**src/rtl/dma_pkg.sv**
```systemverilog
package dma_pkg;
  typedef enum logic [1:0] {
    ST_IDLE  = 2'd0,
    ST_RUN   = 2'd1,
    ST_PAUSE = 2'd2
  } dma_state_e;

  localparam logic [2:0] SEL_ADDR  = 3'd0;
  localparam logic [2:0] SEL_LEN   = 3'd1;
  localparam logic [2:0] SEL_DIR   = 3'd2;
  localparam logic [2:0] SEL_START = 3'd3;
  localparam logic [2:0] SEL_CONT  = 3'd4;
  localparam logic [2:0] SEL_CLR   = 3'd5;
endpackage

```
**src/rtl/dma_cfg_regs.sv**
```systemverilog
module dma_cfg_regs
  import dma_pkg::*;
#(
  parameter int ADDR_W = 16,
  parameter int CNT_W  = 12,
  parameter int PAGE_W = 6
) (
  input  logic              clk_i,
  input  logic              rst_ni,
  input  logic              we_i,
  input  logic [2:0]        sel_i,
  input  logic [ADDR_W-1:0] wdata_i,
  input  logic              idle_i,
  output logic [ADDR_W-1:0] addr_o,
  output logic [CNT_W-1:0]  len_o,
  output logic              dir_o,
  output logic              start_o,
  output logic              cont_o,
  output logic              clr_o,
  output logic [ADDR_W-1:0] cont_base_o
);
  localparam int HI_W = ADDR_W - PAGE_W;

  logic [ADDR_W-1:0] addr_q;
  logic [CNT_W-1:0]  len_q;
  logic              dir_q;
  logic              cfg_wr;

  // setup registers are frozen while a transfer owns them
  assign cfg_wr = we_i & idle_i;

  always_ff @(posedge clk_i or negedge rst_ni) begin
    if (!rst_ni) begin
      addr_q <= '0;
      len_q  <= '0;
      dir_q  <= 1'b0;
    end else if (cfg_wr) begin
      if (sel_i == SEL_ADDR) addr_q <= wdata_i;
      if (sel_i == SEL_LEN)  len_q  <= wdata_i[CNT_W-1:0];
      if (sel_i == SEL_DIR)  dir_q  <= wdata_i[0];
    end
  end

  assign addr_o      = addr_q;
  assign len_o       = len_q;
  assign dir_o       = dir_q;
  assign start_o     = we_i & (sel_i == SEL_START);
  assign cont_o      = we_i & (sel_i == SEL_CONT);
  assign clr_o       = we_i & (sel_i == SEL_CLR);
  assign cont_base_o = {wdata_i[ADDR_W-1 -: HI_W], {PAGE_W{1'b0}}};
endmodule

```
**src/rtl/dma_sequencer.sv**
```systemverilog
module dma_sequencer
  import dma_pkg::*;
#(
  parameter int ADDR_W = 16,
  parameter int CNT_W  = 12,
  parameter int PAGE_W = 6
) (
  input  logic              clk_i,
  input  logic              rst_ni,
  input  logic [ADDR_W-1:0] addr_i,
  input  logic [CNT_W-1:0]  len_i,
  input  logic              dir_i,
  input  logic              start_i,
  input  logic              cont_i,
  input  logic              clr_i,
  input  logic [ADDR_W-1:0] cont_base_i,
  input  logic              xfer_i,
  output logic              idle_o,
  output logic              run_o,
  output logic              pause_o,
  output logic              dir_o,
  output logic [ADDR_W-1:0] cur_addr_o,
  output logic              seg_done_o,
  output logic              irq_o
);
  localparam logic [CNT_W-1:0] LAST_CNT = CNT_W'(1);

  dma_state_e        state_q;
  logic [ADDR_W-1:0] cur_addr_q;
  logic [CNT_W-1:0]  remain_q;
  logic              dir_q;
  logic              seg_q;
  logic              irq_q;
  logic              page_end;
  logic              last_word;
  logic              irq_set;

  assign page_end  = &cur_addr_q[PAGE_W-1:0];
  assign last_word = (remain_q == LAST_CNT);
  assign irq_set   = ((state_q == ST_IDLE) & start_i & (len_i == '0)) |
                     ((state_q == ST_RUN) & xfer_i & last_word);

  always_ff @(posedge clk_i or negedge rst_ni) begin
    if (!rst_ni) begin
      state_q    <= ST_IDLE;
      cur_addr_q <= '0;
      remain_q   <= '0;
      dir_q      <= 1'b0;
      seg_q      <= 1'b0;
    end else begin
      seg_q <= 1'b0;
      unique case (state_q)
        ST_IDLE: begin
          if (start_i && len_i != '0) begin
            state_q    <= ST_RUN;
            cur_addr_q <= addr_i;
            remain_q   <= len_i;
            dir_q      <= dir_i;
          end
        end
        ST_RUN: begin
          if (xfer_i) begin
            cur_addr_q <= cur_addr_q + 1'b1;
            remain_q   <= remain_q - 1'b1;
            if (last_word) begin
              state_q <= ST_IDLE;
            end else if (page_end) begin
              state_q <= ST_PAUSE;
              seg_q   <= 1'b1;
            end
          end
        end
        ST_PAUSE: begin
          if (cont_i) begin
            cur_addr_q <= cont_base_i;
            state_q    <= ST_RUN;
          end
        end
        default: state_q <= ST_IDLE;
      endcase
    end
  end

  // set beats clear in the same cycle
  always_ff @(posedge clk_i or negedge rst_ni) begin
    if (!rst_ni)      irq_q <= 1'b0;
    else if (irq_set) irq_q <= 1'b1;
    else if (clr_i)   irq_q <= 1'b0;
  end

  assign idle_o     = (state_q == ST_IDLE);
  assign run_o      = (state_q == ST_RUN);
  assign pause_o    = (state_q == ST_PAUSE);
  assign dir_o      = dir_q;
  assign cur_addr_o = cur_addr_q;
  assign seg_done_o = seg_q;
  assign irq_o      = irq_q;
endmodule

```
**src/rtl/dma_port_mux.sv**
```systemverilog
module dma_port_mux #(
  parameter int DATA_W = 16
) (
  input  logic              run_i,
  input  logic              dir_i,
  input  logic              dev_req_i,
  input  logic              bus_gnt_i,
  input  logic [DATA_W-1:0] mem_rdata_i,
  input  logic [DATA_W-1:0] dev_rdata_i,
  output logic              bus_req_o,
  output logic              xfer_o,
  output logic              mem_re_o,
  output logic              mem_we_o,
  output logic [DATA_W-1:0] mem_wdata_o,
  output logic [DATA_W-1:0] dev_wdata_o
);
  // one stolen bus cycle per word, only when the peripheral is ready
  assign bus_req_o   = run_i & dev_req_i;
  assign xfer_o      = bus_req_o & bus_gnt_i;
  assign mem_re_o    = xfer_o & ~dir_i;
  assign mem_we_o    = xfer_o & dir_i;
  assign mem_wdata_o = dev_rdata_i;
  assign dev_wdata_o = mem_rdata_i;
endmodule

```
**src/rtl/dma_steal.sv**
```systemverilog
module dma_steal #(
  parameter int ADDR_W = 16,
  parameter int DATA_W = 16,
  parameter int CNT_W  = 12,
  parameter int PAGE_W = 6
) (
  input  logic              clk_i,
  input  logic              rst_ni,
  input  logic              reg_we_i,
  input  logic [2:0]        reg_sel_i,
  input  logic [ADDR_W-1:0] reg_wdata_i,
  output logic              busy_o,
  output logic              paused_o,
  output logic              seg_done_o,
  output logic              irq_o,
  output logic              bus_req_o,
  input  logic              bus_gnt_i,
  output logic [ADDR_W-1:0] mem_addr_o,
  output logic              mem_re_o,
  output logic              mem_we_o,
  output logic [DATA_W-1:0] mem_wdata_o,
  input  logic [DATA_W-1:0] mem_rdata_i,
  input  logic              dev_req_i,
  output logic              dev_ack_o,
  output logic [DATA_W-1:0] dev_wdata_o,
  input  logic [DATA_W-1:0] dev_rdata_i
);
  logic [ADDR_W-1:0] cfg_addr;
  logic [CNT_W-1:0]  cfg_len;
  logic              cfg_dir;
  logic              cmd_start;
  logic              cmd_cont;
  logic              cmd_clr;
  logic [ADDR_W-1:0] cont_base;
  logic              seq_idle;
  logic              seq_run;
  logic              seq_pause;
  logic              seq_dir;
  logic              xfer;

  dma_cfg_regs #(
    .ADDR_W(ADDR_W), .CNT_W(CNT_W), .PAGE_W(PAGE_W)
  ) u_regs (
    .clk_i       (clk_i),
    .rst_ni      (rst_ni),
    .we_i        (reg_we_i),
    .sel_i       (reg_sel_i),
    .wdata_i     (reg_wdata_i),
    .idle_i      (seq_idle),
    .addr_o      (cfg_addr),
    .len_o       (cfg_len),
    .dir_o       (cfg_dir),
    .start_o     (cmd_start),
    .cont_o      (cmd_cont),
    .clr_o       (cmd_clr),
    .cont_base_o (cont_base)
  );

  dma_sequencer #(
    .ADDR_W(ADDR_W), .CNT_W(CNT_W), .PAGE_W(PAGE_W)
  ) u_seq (
    .clk_i       (clk_i),
    .rst_ni      (rst_ni),
    .addr_i      (cfg_addr),
    .len_i       (cfg_len),
    .dir_i       (cfg_dir),
    .start_i     (cmd_start),
    .cont_i      (cmd_cont),
    .clr_i       (cmd_clr),
    .cont_base_i (cont_base),
    .xfer_i      (xfer),
    .idle_o      (seq_idle),
    .run_o       (seq_run),
    .pause_o     (seq_pause),
    .dir_o       (seq_dir),
    .cur_addr_o  (mem_addr_o),
    .seg_done_o  (seg_done_o),
    .irq_o       (irq_o)
  );

  dma_port_mux #(
    .DATA_W(DATA_W)
  ) u_mux (
    .run_i       (seq_run),
    .dir_i       (seq_dir),
    .dev_req_i   (dev_req_i),
    .bus_gnt_i   (bus_gnt_i),
    .mem_rdata_i (mem_rdata_i),
    .dev_rdata_i (dev_rdata_i),
    .bus_req_o   (bus_req_o),
    .xfer_o      (xfer),
    .mem_re_o    (mem_re_o),
    .mem_we_o    (mem_we_o),
    .mem_wdata_o (mem_wdata_o),
    .dev_wdata_o (dev_wdata_o)
  );

  assign busy_o    = ~seq_idle;
  assign paused_o  = seq_pause;
  assign dev_ack_o = xfer;
endmodule

```
**config.mk**
```make
export PLATFORM = sky130hd
export DESIGN_NAME = dma_steal
export DESIGN_NICKNAME = d
export VERILOG_FILES = /design/src/rtl/dma_pkg.sv /design/src/rtl/dma_cfg_regs.sv /design/src/rtl/dma_sequencer.sv /design/src/rtl/dma_port_mux.sv /design/src/rtl/dma_steal.sv
export SDC_FILE = /design/constraint.sdc
export NUM_CORES = 1
export LEC_CHECK = 0
export ABC_AREA = 0
export BUFFER_PORTS_ARGS = -buffer_cell sky130_fd_sc_hd__clkbuf_2
export CAP_MARGIN = 20
export CORE_MARGIN = 5
export CORE_UTILIZATION = 40
export DETAILED_ROUTE_END_ITERATION = 6
export PLACE_DENSITY_LB_ADDON = 0.12
export SYNTH_ARGS = -nofsm -noshare
export SYNTH_HDL_FRONTEND = slang
export SYNTH_SLANG_ARGS = --single-unit
```
**constraint.sdc**
```tcl
create_clock -name clk_i -period 3.2 [get_ports clk_i]
set_input_delay 0.48 -clock clk_i [delete_from_list [all_inputs] [get_ports clk_i]]
set_output_delay 0.48 -clock clk_i [all_outputs]
set_load 0.01 [all_outputs]
```
==> flow_summary_export.csv <==
group,metric,value,unit
yosys,synth_xor_area_frac,0.007104,
sta,finalSetupTns,0,ns
final_layout,multi_input_area,0.001802,mm2
setup_path,critPathSlowestCell,"nand4b_1",
yosys,ys_seq_elements,62,
sta,slew_violations,0,
sta,timing.fmax,400.9,MHz
power_and_ir_drop,p_leak,1.893,nW
yosys,synthArstFlopShare,1.000,
setup_path,r2r_cells,7,
die,initial_core_util,0.4060,
sta,finalCritPeriodShare,0.7795,
yosys,synthCells,391,
power_and_ir_drop,power.density,551.7,mW/mm2
final_layout,drive_above_1_share,0.2736,
yosys,avgSynthCellArea,9.459,um2
final_layout,area_growth,11.06,%
setup_path,path_cells,"inv_1 > ha_1 > a21oi_1 > nand4b_1 > buf_4 > o21ai_0 > o21ai_0",
setup_path,reg2reg_to,"u_seq.cur_addr_o[13]",
global_route,grt_pass1_vias,2939,
global_route,grt-ovfl-total,0,
setup_path,critPathMostFrequentCell,"o21ai_0",
clock_network,hold_buffers,0,
die,row_count,35,
yosys,yosysWarnings,0,
sta,finClkSkew,0.008912,ns
yosys,synthMuxAreaShare,0.09912,
sta,tightest_slew,0.8521,ns
final_layout,fin_nets,471,
placed_design,place_area,0.003837,mm2
setup_path,timing.rr.start,"u_seq.state_q[0]",
sta,relSlewSlack,0.4319,
setup_path,cp_max_fo,13,
yosys,synth_top_flop_cell,"dfrtp_1",
yosys,synth_edf_count,0,
sta,finalHoldViolCount,0,
setup_path,end_kind,"register",
worst_hold_path,hp-class,"input pin to asynchronous set/reset pin",
setup_path,worstPathArrival,2.71,ns
final_layout,fin_area,0.004108,mm2
drt,num_vias,2968,
drt,initialDrtViolationCount,113,
die,die_w,106.2,um
placed_design,dp.final_hpwl,6.711,mm
drt,via_per_inst,5.664,
power_and_ir_drop,peakVddDrop,0.2778,mV
yosys,synth_area,0.003699,mm2
die,die_area,0.01127,mm2
placed_design,portBuffers,47,
setup_path,r2r_slack,0.71,ns
final_layout,post-route-util,0.4510,
yosys,synthSimpleGateAreaFrac,0.1908,
setup_path,max_stage_delay,0.54,ns
yosys,ys_seq_area_frac,0.4195,
final_layout,antennaDiodeCount,0,
sta,finalSetupViolCount,0,
clock_network,clk_latency,0.34,ns
status,status,"completed",
clock_network,numCtsBuffers,9,
global_route,grt_use_total,0.1721,
global_route,antenna_found_initial,0,
clock_network,clkTransAtPathRegs,0.07,ns
setup_path,start_kind,"register",
die,core_area,0.009109,mm2
drt,drt_pass1_iterations,4,
placed_design,gp_congestion,0.8003,
final_layout,regArea,0.001551,mm2
die,io_pins,112,
drt,ant_nets,0,
setup_path,setup.worst_path.class,"register to register",
setup_path,cp.required,3.42,ns
clock_network,h-tree-depth,3,
drt,drcViolationCount,0,
clock_network,cts_max_path_buffers,2,
clock_network,root_buffer,"clkbuf_8",
drt,wire_per_inst,17.63,um
yosys,yosysUniqueCellTypes,61,
global_route,grt_pass1_wl,15.33,mm
sta,rsz0062_at_grt,"no",
yosys,synth_fa_ha_area_frac,0.02368,
yosys,synth_nets,454,
clock_network,post_cts_buffers,0,
drt,drt_wl_total,9.240,mm
job,cap_viol_max_count,0,
clock_network,cts.sinks,62,
sta,fin_crit,2.495,ns
die,dieHeight,106.2,um
yosys,synth_compound_area_frac,0.1641,
clock_network,cts_tree,"yes",
yosys,synth_top_family_by_area,"simple AND/OR/NAND/NOR gates",
clock_network,cts_resized,0,
final_layout,n_fill_cell,904,
global_route,grt_start_max_net_pins,34,
## cells in the mapped netlist (all sizes together), types with 2 or more instances
cell type	n	area, um2
nand3	15	75.07
o22ai	6	37.54
nand4	6	37.54
mux2	29	326.6
o2bb2ai	2	17.52
clkbuf	11	41.29
a31oi	2	12.51
or4	3	26.27
nand2b	3	18.77
or3	2	12.51
nor4b	2	17.52
mux2i	4	40.04
nor2b	2	12.51
a21o	3	22.52
nor3b	4	30.03
nor4	9	83.83
o21ai	40	203.9
ha	7	87.58
a22oi	2	15.01
nor3	12	60.06
o21bai	2	15.01
buf	38	275.3
dfrtp	62	1551
xor2	2	17.52
o31a	2	26.28
a21oi	20	100.1
inv	10	37.54
o31ai	3	27.52
nor2	20	75.07
or2	4	25.03
and2	2	12.51
nand2	37	138.9
and3	4	25.02
a221oi	4	41.29
## per-layer routing
metal / vias to the layer above / track usage / wire length, um
met3: 10 / 0.04493 / 477
met4: 0 / 0.04810 / 81
met2: 85 / 0.2683 / 4358
met5: - / 0 / 0
met1: 1438 / 0.2363 / 4322
li1: 1435 / - / -
## through the flow
step	std cells	hold slack [ns]	power, W	setup slack [ns]
final	524	0.2346	0.002266	0.7055
after detailed placement	508	0.4901	0.001350	0.7150
after global placement	508	0.4880	0.001343	0.8102
after global routing	524	0.2847	0.002390	0.4034
after floorplan	391	0.1844	0.001228	1.182
after CTS	524	0.2508	0.002288	0.6962
## layout by cell type, fill, tap and decap left out, types with 6 or more instances in the layout
master	synthesis	routed
dfrtp_1	62	62
clkbuf_2	0	47
o21ai_0	38	38
nand2_1	37	37
mux2_2	29	29
nor2_1	20	20
a21oi_1	20	20
nand3_1	15	15
nor3_1	12	12
inv_1	10	10
clkbuf_8	0	10
ha_1	7	7
buf_4	34	7
nor4_1	6	6
nand4_1	6	6
o22ai_1	6	6
## cells by family after synthesis
| group | count (synthesis) |
|---|---|
| DFF | 62 |
| adders and majority gates | 7 |
| AOI/OAI and AO/OA | 96 |
| and+or+nand+nor | 131 |
| buffers and inverters | 59 |
| muxes | 33 |
| xor gates and xnor gates | 3 |
## worst max path at each step
| stage | start | end | slack [ns] | depth (start not counted) |
|---|---|---|---|---|
| 3_3_place_gp | u_seq.state_q[0] | u_seq.cur_addr_o[13] | 0.81 | 7 |
| 6_report | u_seq.state_q[0] | u_seq.cur_addr_o[13] | 0.71 | 7 |
| 4_1_cts | u_seq.state_q[0] | u_seq.cur_addr_o[13] | 0.70 | 7 |
| 5_1_grt | u_seq.state_q[0] | u_seq.cur_addr_o[13] | 0.40 | 7 |
| 3_5_place_dp | u_seq.state_q[0] | u_seq.cur_addr_o[13] | 0.71 | 7 |
| 2_1_floorplan | u_seq.state_q[1] | u_regs.addr_o[10] | 1.18 | 6 |
## power breakdown
group          internal, W  switching (W)  total, W
registers         0.000837      0.0000861  0.000923
logic             0.000172       0.000236  0.000408
clock network     0.000616       0.000319  0.000935
## worst max-delay path, delay by kind of cell (launching register included)
kind                       cells  cell delay, ns
AOI/OAI and AO/OA              3            0.57
DFF                            1            0.38
buffers and inverters          2            0.48
and+or+nand+nor                1            0.54
adders and majority gates      1            0.40
## layout make-up
class / instances / area share
Clock buffer: 10 / 0.03351
Clock inverter: 6 / 0.03229
Inverter: 10 / 0.009138
Multi-Input combinational cell: 270 / 0.4386
Sequential cell: 62 / 0.3777
Tap cell: 111 / 0.03381
Timing Repair Buffer: 55 / 0.07493
## registers in the layout, summed over array words and instances (netlist names)
signal and cells:
u_regs.addr_o 16, u_seq.cur_addr_o 16, u_regs.len_o 12, u_seq.remain_q 12
u_seq.state_q 2, u_regs.dir_o 1, u_seq.dir_o 1, u_seq.irq_o 1
u_seq.seg_done_o 1
Note: power is estimated with default switching activity, not from simulation.
